### src/rtl/sqt_pkg.sv
package sqt_pkg;
  localparam int unsigned BYTES  = 2;
  localparam int unsigned CNT_W  = 8 * BYTES;
  localparam int unsigned ADDR_W = 3;

  localparam logic [ADDR_W-1:0] A_CTRL = '0;

  localparam int unsigned B_RUN  = 0;
  localparam int unsigned B_OE   = 1;
  localparam int unsigned B_EXEN = 2;
  localparam int unsigned B_FAST = 3;
  localparam int unsigned B_FLAG = 7;

  typedef struct packed {
    logic             tick;
    logic             run;
    logic [BYTES-1:0] wrCnt;
    logic [BYTES-1:0] wrRld;
    logic [7:0]       wrByte;
  } dpStrb_t;

  function automatic logic [ADDR_W-1:0] cntAddr(input int unsigned lane);
    return ADDR_W'(1 + lane);
  endfunction

  function automatic logic [ADDR_W-1:0] rldAddr(input int unsigned lane);
    return ADDR_W'(1 + BYTES + lane);
  endfunction
endpackage

### src/rtl/sqt_ctrl.sv
module sqt_ctrl
  import sqt_pkg::*;
#(
  parameter int unsigned SYNC_STAGES = 2
) (
  input  logic              clk,
  input  logic              rstN,
  input  logic              wrEn,
  input  logic [ADDR_W-1:0] addr,
  input  logic [7:0]        wrData,
  input  logic              extPin,
  input  logic [CNT_W-1:0]  countVal,
  input  logic [CNT_W-1:0]  reloadVal,
  output dpStrb_t           strb,
  output logic [7:0]        rdData,
  output logic              cfgOutEn,
  output logic              cfgExtEn,
  output logic              extFlag
);
  localparam int unsigned LAST = SYNC_STAGES - 1;

  logic cfgRun, cfgFast, divPhase;
  logic ctrlWr, flagClr, extPrev, extFall;
  logic [SYNC_STAGES-1:0] syncQ;

  assign ctrlWr  = wrEn && (addr == A_CTRL);
  assign flagClr = ctrlWr && !wrData[B_FLAG];

  // configuration bits
  always_ff @(posedge clk or negedge rstN) begin
    if (!rstN) begin
      cfgRun   <= 1'b0;
      cfgOutEn <= 1'b0;
      cfgExtEn <= 1'b0;
      cfgFast  <= 1'b0;
    end else if (ctrlWr) begin
      cfgRun   <= wrData[B_RUN];
      cfgOutEn <= wrData[B_OE];
      cfgExtEn <= wrData[B_EXEN];
      cfgFast  <= wrData[B_FAST];
    end
  end

  // divide-by-two prescaler phase
  always_ff @(posedge clk or negedge rstN) begin
    if (!rstN) divPhase <= 1'b0;
    else       divPhase <= ~divPhase;
  end

  // trigger pin synchronizer, idle high
  for (genvar g = 0; g < SYNC_STAGES; g++) begin : gSync
    if (g == 0) begin : gFirst
      always_ff @(posedge clk or negedge rstN) begin
        if (!rstN) syncQ[g] <= 1'b1;
        else       syncQ[g] <= extPin;
      end
    end else begin : gNext
      always_ff @(posedge clk or negedge rstN) begin
        if (!rstN) syncQ[g] <= 1'b1;
        else       syncQ[g] <= syncQ[g-1];
      end
    end
  end

  always_ff @(posedge clk or negedge rstN) begin
    if (!rstN) extPrev <= 1'b1;
    else       extPrev <= syncQ[LAST];
  end

  assign extFall = extPrev && !syncQ[LAST];

  // sticky event flag: a new edge wins over a clearing write
  always_ff @(posedge clk or negedge rstN) begin
    if (!rstN)                      extFlag <= 1'b0;
    else if (cfgExtEn && extFall)   extFlag <= 1'b1;
    else if (flagClr)               extFlag <= 1'b0;
  end

  // strobes toward the datapath
  always_comb begin
    strb        = '0;
    strb.tick   = cfgFast | divPhase;
    strb.run    = cfgRun;
    strb.wrByte = wrData;
    for (int unsigned i = 0; i < BYTES; i++) begin
      strb.wrCnt[i] = wrEn && (addr == cntAddr(i));
      strb.wrRld[i] = wrEn && (addr == rldAddr(i));
    end
  end

  // read mux
  always_comb begin
    rdData = '0;
    if (addr == A_CTRL) begin
      rdData[B_RUN]  = cfgRun;
      rdData[B_OE]   = cfgOutEn;
      rdData[B_EXEN] = cfgExtEn;
      rdData[B_FAST] = cfgFast;
      rdData[B_FLAG] = extFlag;
    end
    for (int unsigned i = 0; i < BYTES; i++) begin
      if (addr == cntAddr(i)) rdData = countVal[8*i +: 8];
      if (addr == rldAddr(i)) rdData = reloadVal[8*i +: 8];
    end
  end
endmodule

### src/rtl/sqt_dpath.sv
module sqt_dpath
  import sqt_pkg::*;
(
  input  logic             clk,
  input  logic             rstN,
  input  dpStrb_t          strb,
  output logic [CNT_W-1:0] countVal,
  output logic [CNT_W-1:0] reloadVal,
  output logic             toggleQ
);
  logic anyCntWr, advance, wrapNow;

  assign anyCntWr = |strb.wrCnt;
  assign advance  = strb.tick && strb.run && !anyCntWr;
  assign wrapNow  = advance && (&countVal);

  // counter: byte writes take priority over counting
  always_ff @(posedge clk or negedge rstN) begin
    if (!rstN) begin
      countVal <= '0;
    end else if (anyCntWr) begin
      for (int unsigned i = 0; i < BYTES; i++)
        if (strb.wrCnt[i]) countVal[8*i +: 8] <= strb.wrByte;
    end else if (wrapNow) begin
      countVal <= reloadVal;
    end else if (advance) begin
      countVal <= countVal + CNT_W'(1);
    end
  end

  // reload byte lanes
  for (genvar g = 0; g < BYTES; g++) begin : gRld
    always_ff @(posedge clk or negedge rstN) begin
      if (!rstN)              reloadVal[8*g +: 8] <= '0;
      else if (strb.wrRld[g]) reloadVal[8*g +: 8] <= strb.wrByte;
    end
  end

  always_ff @(posedge clk or negedge rstN) begin
    if (!rstN)        toggleQ <= 1'b0;
    else if (wrapNow) toggleQ <= ~toggleQ;
  end
endmodule

### src/rtl/sqwave_timer.sv
module sqwave_timer
  import sqt_pkg::*;
#(
  parameter int unsigned SYNC_STAGES = 2
) (
  input  logic              clk,
  input  logic              rstN,
  input  logic              wrEn,
  input  logic [ADDR_W-1:0] addr,
  input  logic [7:0]        wrData,
  output logic [7:0]        rdData,
  input  logic              extPin,
  output logic              clkOut,
  output logic              irq
);
  dpStrb_t          strb;
  logic [CNT_W-1:0] countVal, reloadVal;
  logic             toggleQ, cfgOutEn, cfgExtEn, extFlag;

  sqt_ctrl #(.SYNC_STAGES(SYNC_STAGES)) u_ctrl (
    .clk(clk), .rstN(rstN), .wrEn(wrEn), .addr(addr), .wrData(wrData),
    .extPin(extPin), .countVal(countVal), .reloadVal(reloadVal),
    .strb(strb), .rdData(rdData), .cfgOutEn(cfgOutEn),
    .cfgExtEn(cfgExtEn), .extFlag(extFlag)
  );

  sqt_dpath u_dpath (
    .clk(clk), .rstN(rstN), .strb(strb),
    .countVal(countVal), .reloadVal(reloadVal), .toggleQ(toggleQ)
  );

  assign clkOut = cfgOutEn & toggleQ;
  assign irq    = extFlag;
endmodule

### config.mk
export PLATFORM = sky130hd
export DESIGN_NAME = sqwave_timer
export DESIGN_NICKNAME = d
export VERILOG_FILES = /design/src/rtl/sqt_pkg.sv /design/src/rtl/sqt_ctrl.sv /design/src/rtl/sqt_dpath.sv /design/src/rtl/sqwave_timer.sv
export SDC_FILE = /design/constraint.sdc
export NUM_CORES = 1
export LEC_CHECK = 0
export BUFFER_PORTS_ARGS = -buffer_cell sky130_fd_sc_hd__buf_2
export CAP_MARGIN = 20
export CORE_UTILIZATION = 40
export CTS_CLUSTER_SIZE = 16
export DETAILED_ROUTE_END_ITERATION = 12
export PLACE_DENSITY = 0.57
export SYNTH_ARGS = -nofsm -noshare
export SYNTH_HDL_FRONTEND = slang
export SYNTH_HIERARCHICAL = 1
export SYNTH_SLANG_ARGS = --single-unit
### constraint.sdc
create_clock -name clk -period 2.4 [get_ports clk]
set_input_delay 0 -clock clk [delete_from_list [all_inputs] [get_ports clk]]
set_output_delay 0 -clock clk [all_outputs]
set_load 0.01 [all_outputs]
==> results.txt <==
The run finished with clean final reports. The clock reaches the later pin of the worst-skew pair after 0.30 ns. The most used routing layer in global routing was met1. The post-synthesis area per instance works out to 10.2 µm². The via count normalized by instance count was 6.14. For this run, design rule violations remaining after detail routing come to 0. The run gives 0.0106 ns as the clock skew after layout. The run gives 35.7% as the relative max-transition margin. Worst min-delay path class: in -> reg. The synthesized design contains 42 register bits. In the post-synthesis netlist, the cell with the most instances is dfrtp_1. The post-synthesis cell area is 2580 µm², and the share of synthesized registers carrying an async set or reset is 100%.

Across every metal layer, demand over resource in global routing totals 23.0%. The most frequently used flop master after synthesis is dfrtp_1. Cells with a size suffix above 1 make up 26.6% of the layout.

Cell internal power was estimated by the tool at 1.56 mW. The setup path with the least slack is of type reg -> reg. The overall power after layout was 2.56 mW; the data required time at the worst endpoint was 2.56 ns. Global routing consumed, on the met2 layer, 32.6% of the routing resources.

Setup repair after global routing left no endpoint under its margin. The count of port buffers added during placement came out at 24. After filler insertion, the fill cell instance count of the layout stands at 604. The worst register-to-register path has a depth of 5. The pin slew with the least headroom to its limit is 0.965 ns, and the total of cells resized after clock tree synthesis is 0. Once the clock tree was built, the setup fixing pass inserted 0 buffers.

The number of violations reported at the end of detailed-routing iteration 0 was 185; the clock-pin slew of the registers on the worst-case setup and hold paths was 0.08 ns. After routing, the total negative slack on setup checks comes to 0 ns. The number of failing hold endpoints at the final stage is 0. The area fraction in compound gates after synthesis came out at 17.0%.

The tree built by TritonCTS fans out to 42 sinks. Setup violations remaining at the end of the flow were counted as 0. X dimension of the die: 82.4 µm.

The area growth from synthesis to layout is 11.9%. The number of synthesized flops with an enable pin is 0, and the total overflow reported by the global router is 0. The logs give 2 for the H-tree depth and 28 for the number of rows in the core area. The CTS root buffer is clkbuf_8. After detailed routing, the total wire length is 7.04 mm.

The overall die height was 82.4 µm; the fraction of power consumed by sequential logic was 47.8%. The run gives 2,193 as the count of vias placed by the detailed router. Of the total synthesized cell area, the portion taken by XOR and XNOR cells is 3.39%. The run gives 0 as the number of violations of the max-capacitance limit.

Summed over all cells, the static leakage comes to 1.21 nW. The congestion estimate from routability-driven global placement came to 0.855. The main combinational cell family by area after synthesis is simple AND/OR/NAND/NOR gates.

The logs give 2740 µm² for the standard cell area after detailed placement and 1050 µm² for the register area. Static timing analysis puts the maximum clock frequency at 0.464 GHz. In the finished design, the share of the clock period the worst path needs comes to 89.7%. The clock passes through at most 2 buffers. dfrtp_1 takes more of the synthesized area than any other cell.

Share of total power in the clock network: 18.7%. The I/O pin count is 25, and the portion of the post-synthesis area used by sequential elements is 40.8%. The tools report the number of max-slew violations in the final report as 0.

The multi-input combinational cells in the finished layout cover a total of 1340 µm². For met3 alone, demand over resource in global routing was 6.15%. Initial antenna violation count: 0. Counting distinct cell types in the post-synthesis netlist gives 57. The total area inside the core boundary comes to 6060 µm².

Data on the critical path arrives at its endpoint at 2.31 ns. The first detailed-routing pass took 5 iterations. The post-route cell area came out at 2890 µm².

The net count of the finished layout is 297. Critical path endpoint category: a flop. 0 antenna diodes ended up in the layout. The maximum vdd drop was 0.466 mV; the ratio of total power to cell area was 884 nW/µm². In this run the power spent charging and discharging nets is 992 µW. The first global-routing pass estimated 11.2 mm of wire. The logs give 47.7% for the final core utilization and 5 for the number of buffers inserted during clock tree synthesis. After Yosys synthesis, and, or, nand and nor cells account for 17.4% of the synthesized area.

The mux cell area share after synthesis is 13.6%. TritonCTS built the clock tree. In the post-synthesis netlist, the biggest area contributors are dfrtp_1 (38%), mux2_2 (8.7%), buf_4 (3.5%).

Fraction of power spent switching nets: 38.8%. During synthesis, Yosys emitted a total of 6 warnings. The depth of the worst hold-timing path was 2. The adder and majority gate portion of the synthesized area works out to 0.484%. By count the netlist is led by dfrtp_1 (39), mux2_2 (20), buf_4 (12), nor2_1 (12), a22oi_1 (10). Subtracting the final worst setup slack from the clock period gives 2.15 ns.

In this run the worst path has a maximum fanout of 10. Entering global routing, the biggest net connects 43 pins. Summed over its instances, the top area cell type makes up 37.8% of the synthesized netlist area.

The logs give 6790 µm² for the total die area and 0 for the count of nets left with antenna violations after detail routing. Global routing met1 resource utilization: 33.4%. Across all hold checks on the routed design, the worst slack comes to 0.0196 ns. Average wire per cell in the routed design: 19.7 µm. The detailed placement HPWL came out at 5.05 mm. For the post-synth net total, the log shows 270. The power share of the combinational group came out at 33.6%. Once the floorplan was initialized, standard cells occupied 42.7% of the core. The run gives 2,059 as the via count of the first global-routing pass. Nature of the critical path startpoint: a flop.

The run gives 254 as the synthesized instance count.
-- power by group through the flow --
stage | registers, mW | clock network, mW | logic [mW]
final | 1.22 | 0.477 | 0.858
after CTS | 1.22 | 0.499 | 0.846
after floorplan | 1.12 | 0 | 0.668
after detailed placement | 1.23 | 0 | 0.835
after global routing | 1.26 | 0.524 | 0.942
after global placement | 1.23 | 0 | 0.829
-- cell type report --
| cell class | count | share of cell area, % |
|---|---|---|
| multi-input combinational | 180 | 46.3 |
| inverter | 9 | 1.17 |
| clock inverter | 1 | 0.173 |
| sequential | 42 | 36.5 |
| tap | 75 | 3.25 |
| clock buffer | 7 | 2.99 |
| timing repair buffer | 43 | 9.61 |
-- cells by family (layout without fill, tap and decap cells) --
kind of cell | count (synthesis) | after routing
simple gates | 78 | 78
compound gates | 60 | 60
flops | 42 | 42
buf+inv | 32 | 60
mux | 31 | 31
xor+xnor | 10 | 10
fa+ha+maj | 1 | 1
-- through the flow --
stage                     setup WS [ns]  instances
after floorplan                   0.560        254
after global placement            0.284        343
final                             0.247        357
after detailed placement          0.280        343
after CTS                         0.247        356
after global routing              0.127        357
-- cells in the final DEF, fill, tap and decap left out, types with 9 or more instances in the layout --
cell	synthesis	routed
nor2_1	12	12
nand2_1	9	9
buf_2	2	24
a22oi_1	10	10
mux2_2	20	20
dfrtp_1	39	39
nor3_1	9	9
buf_4	12	13
-- registers in the layout, summed over array words and instances, names as in the netlist --
name,flops
u_dpath/reloadVal,16
u_ctrl/divPhase,1
u_dpath/toggleQ,1
u_ctrl/cfgFast,1
u_ctrl/syncQ,2
u_ctrl/cfgExtEn,1
u_ctrl/extPrev,1
u_ctrl/extFlag,1
u_ctrl/cfgRun,1
u_ctrl/cfgOutEn,1
u_dpath/countVal,16
-- critical path, cell delays in order, from the launching register on --
cell	delay (ns)
dfrtp_1	0.47
ha_1	0.25
nand3_1	0.21
or3_1	0.62
nor2_2	0.32
o211ai_1	0.14
-- repair_timing --
item / 4_1_cts / 5_1_grt
hold buffers: 5 / 1
endpoints found under the hold margin: 46 / 1
endpoints found under the setup margin: 0 / 0
-- metal layers --
layer / routed length (µm) / vias up
met5: 0 / -
met4: 92 / 0
met3: 501 / 8
met2: 3170 / 81
met1: 3280 / 1087
li1: - / 1017
-- final timing paths --
path	startpoint	end	slack, ns
setup / recovery	u_dpath/countVal[0]	u_dpath/countVal[1]	0.25
hold / removal	wrData[3]	u_dpath/reloadVal[3]	0.02
setup reg to reg	u_dpath/countVal[0]	u_dpath/countVal[1]	0.25
hold reg to reg	u_ctrl/syncQ[0]	u_ctrl/syncQ[1]	0.36
max in group asynchronous	rstN	u_dpath/reloadVal[11]	1.40
min in group asynchronous	rstN	u_dpath/reloadVal[0]	0.39
No activity file was read; power rests on OpenSTA's default activity.
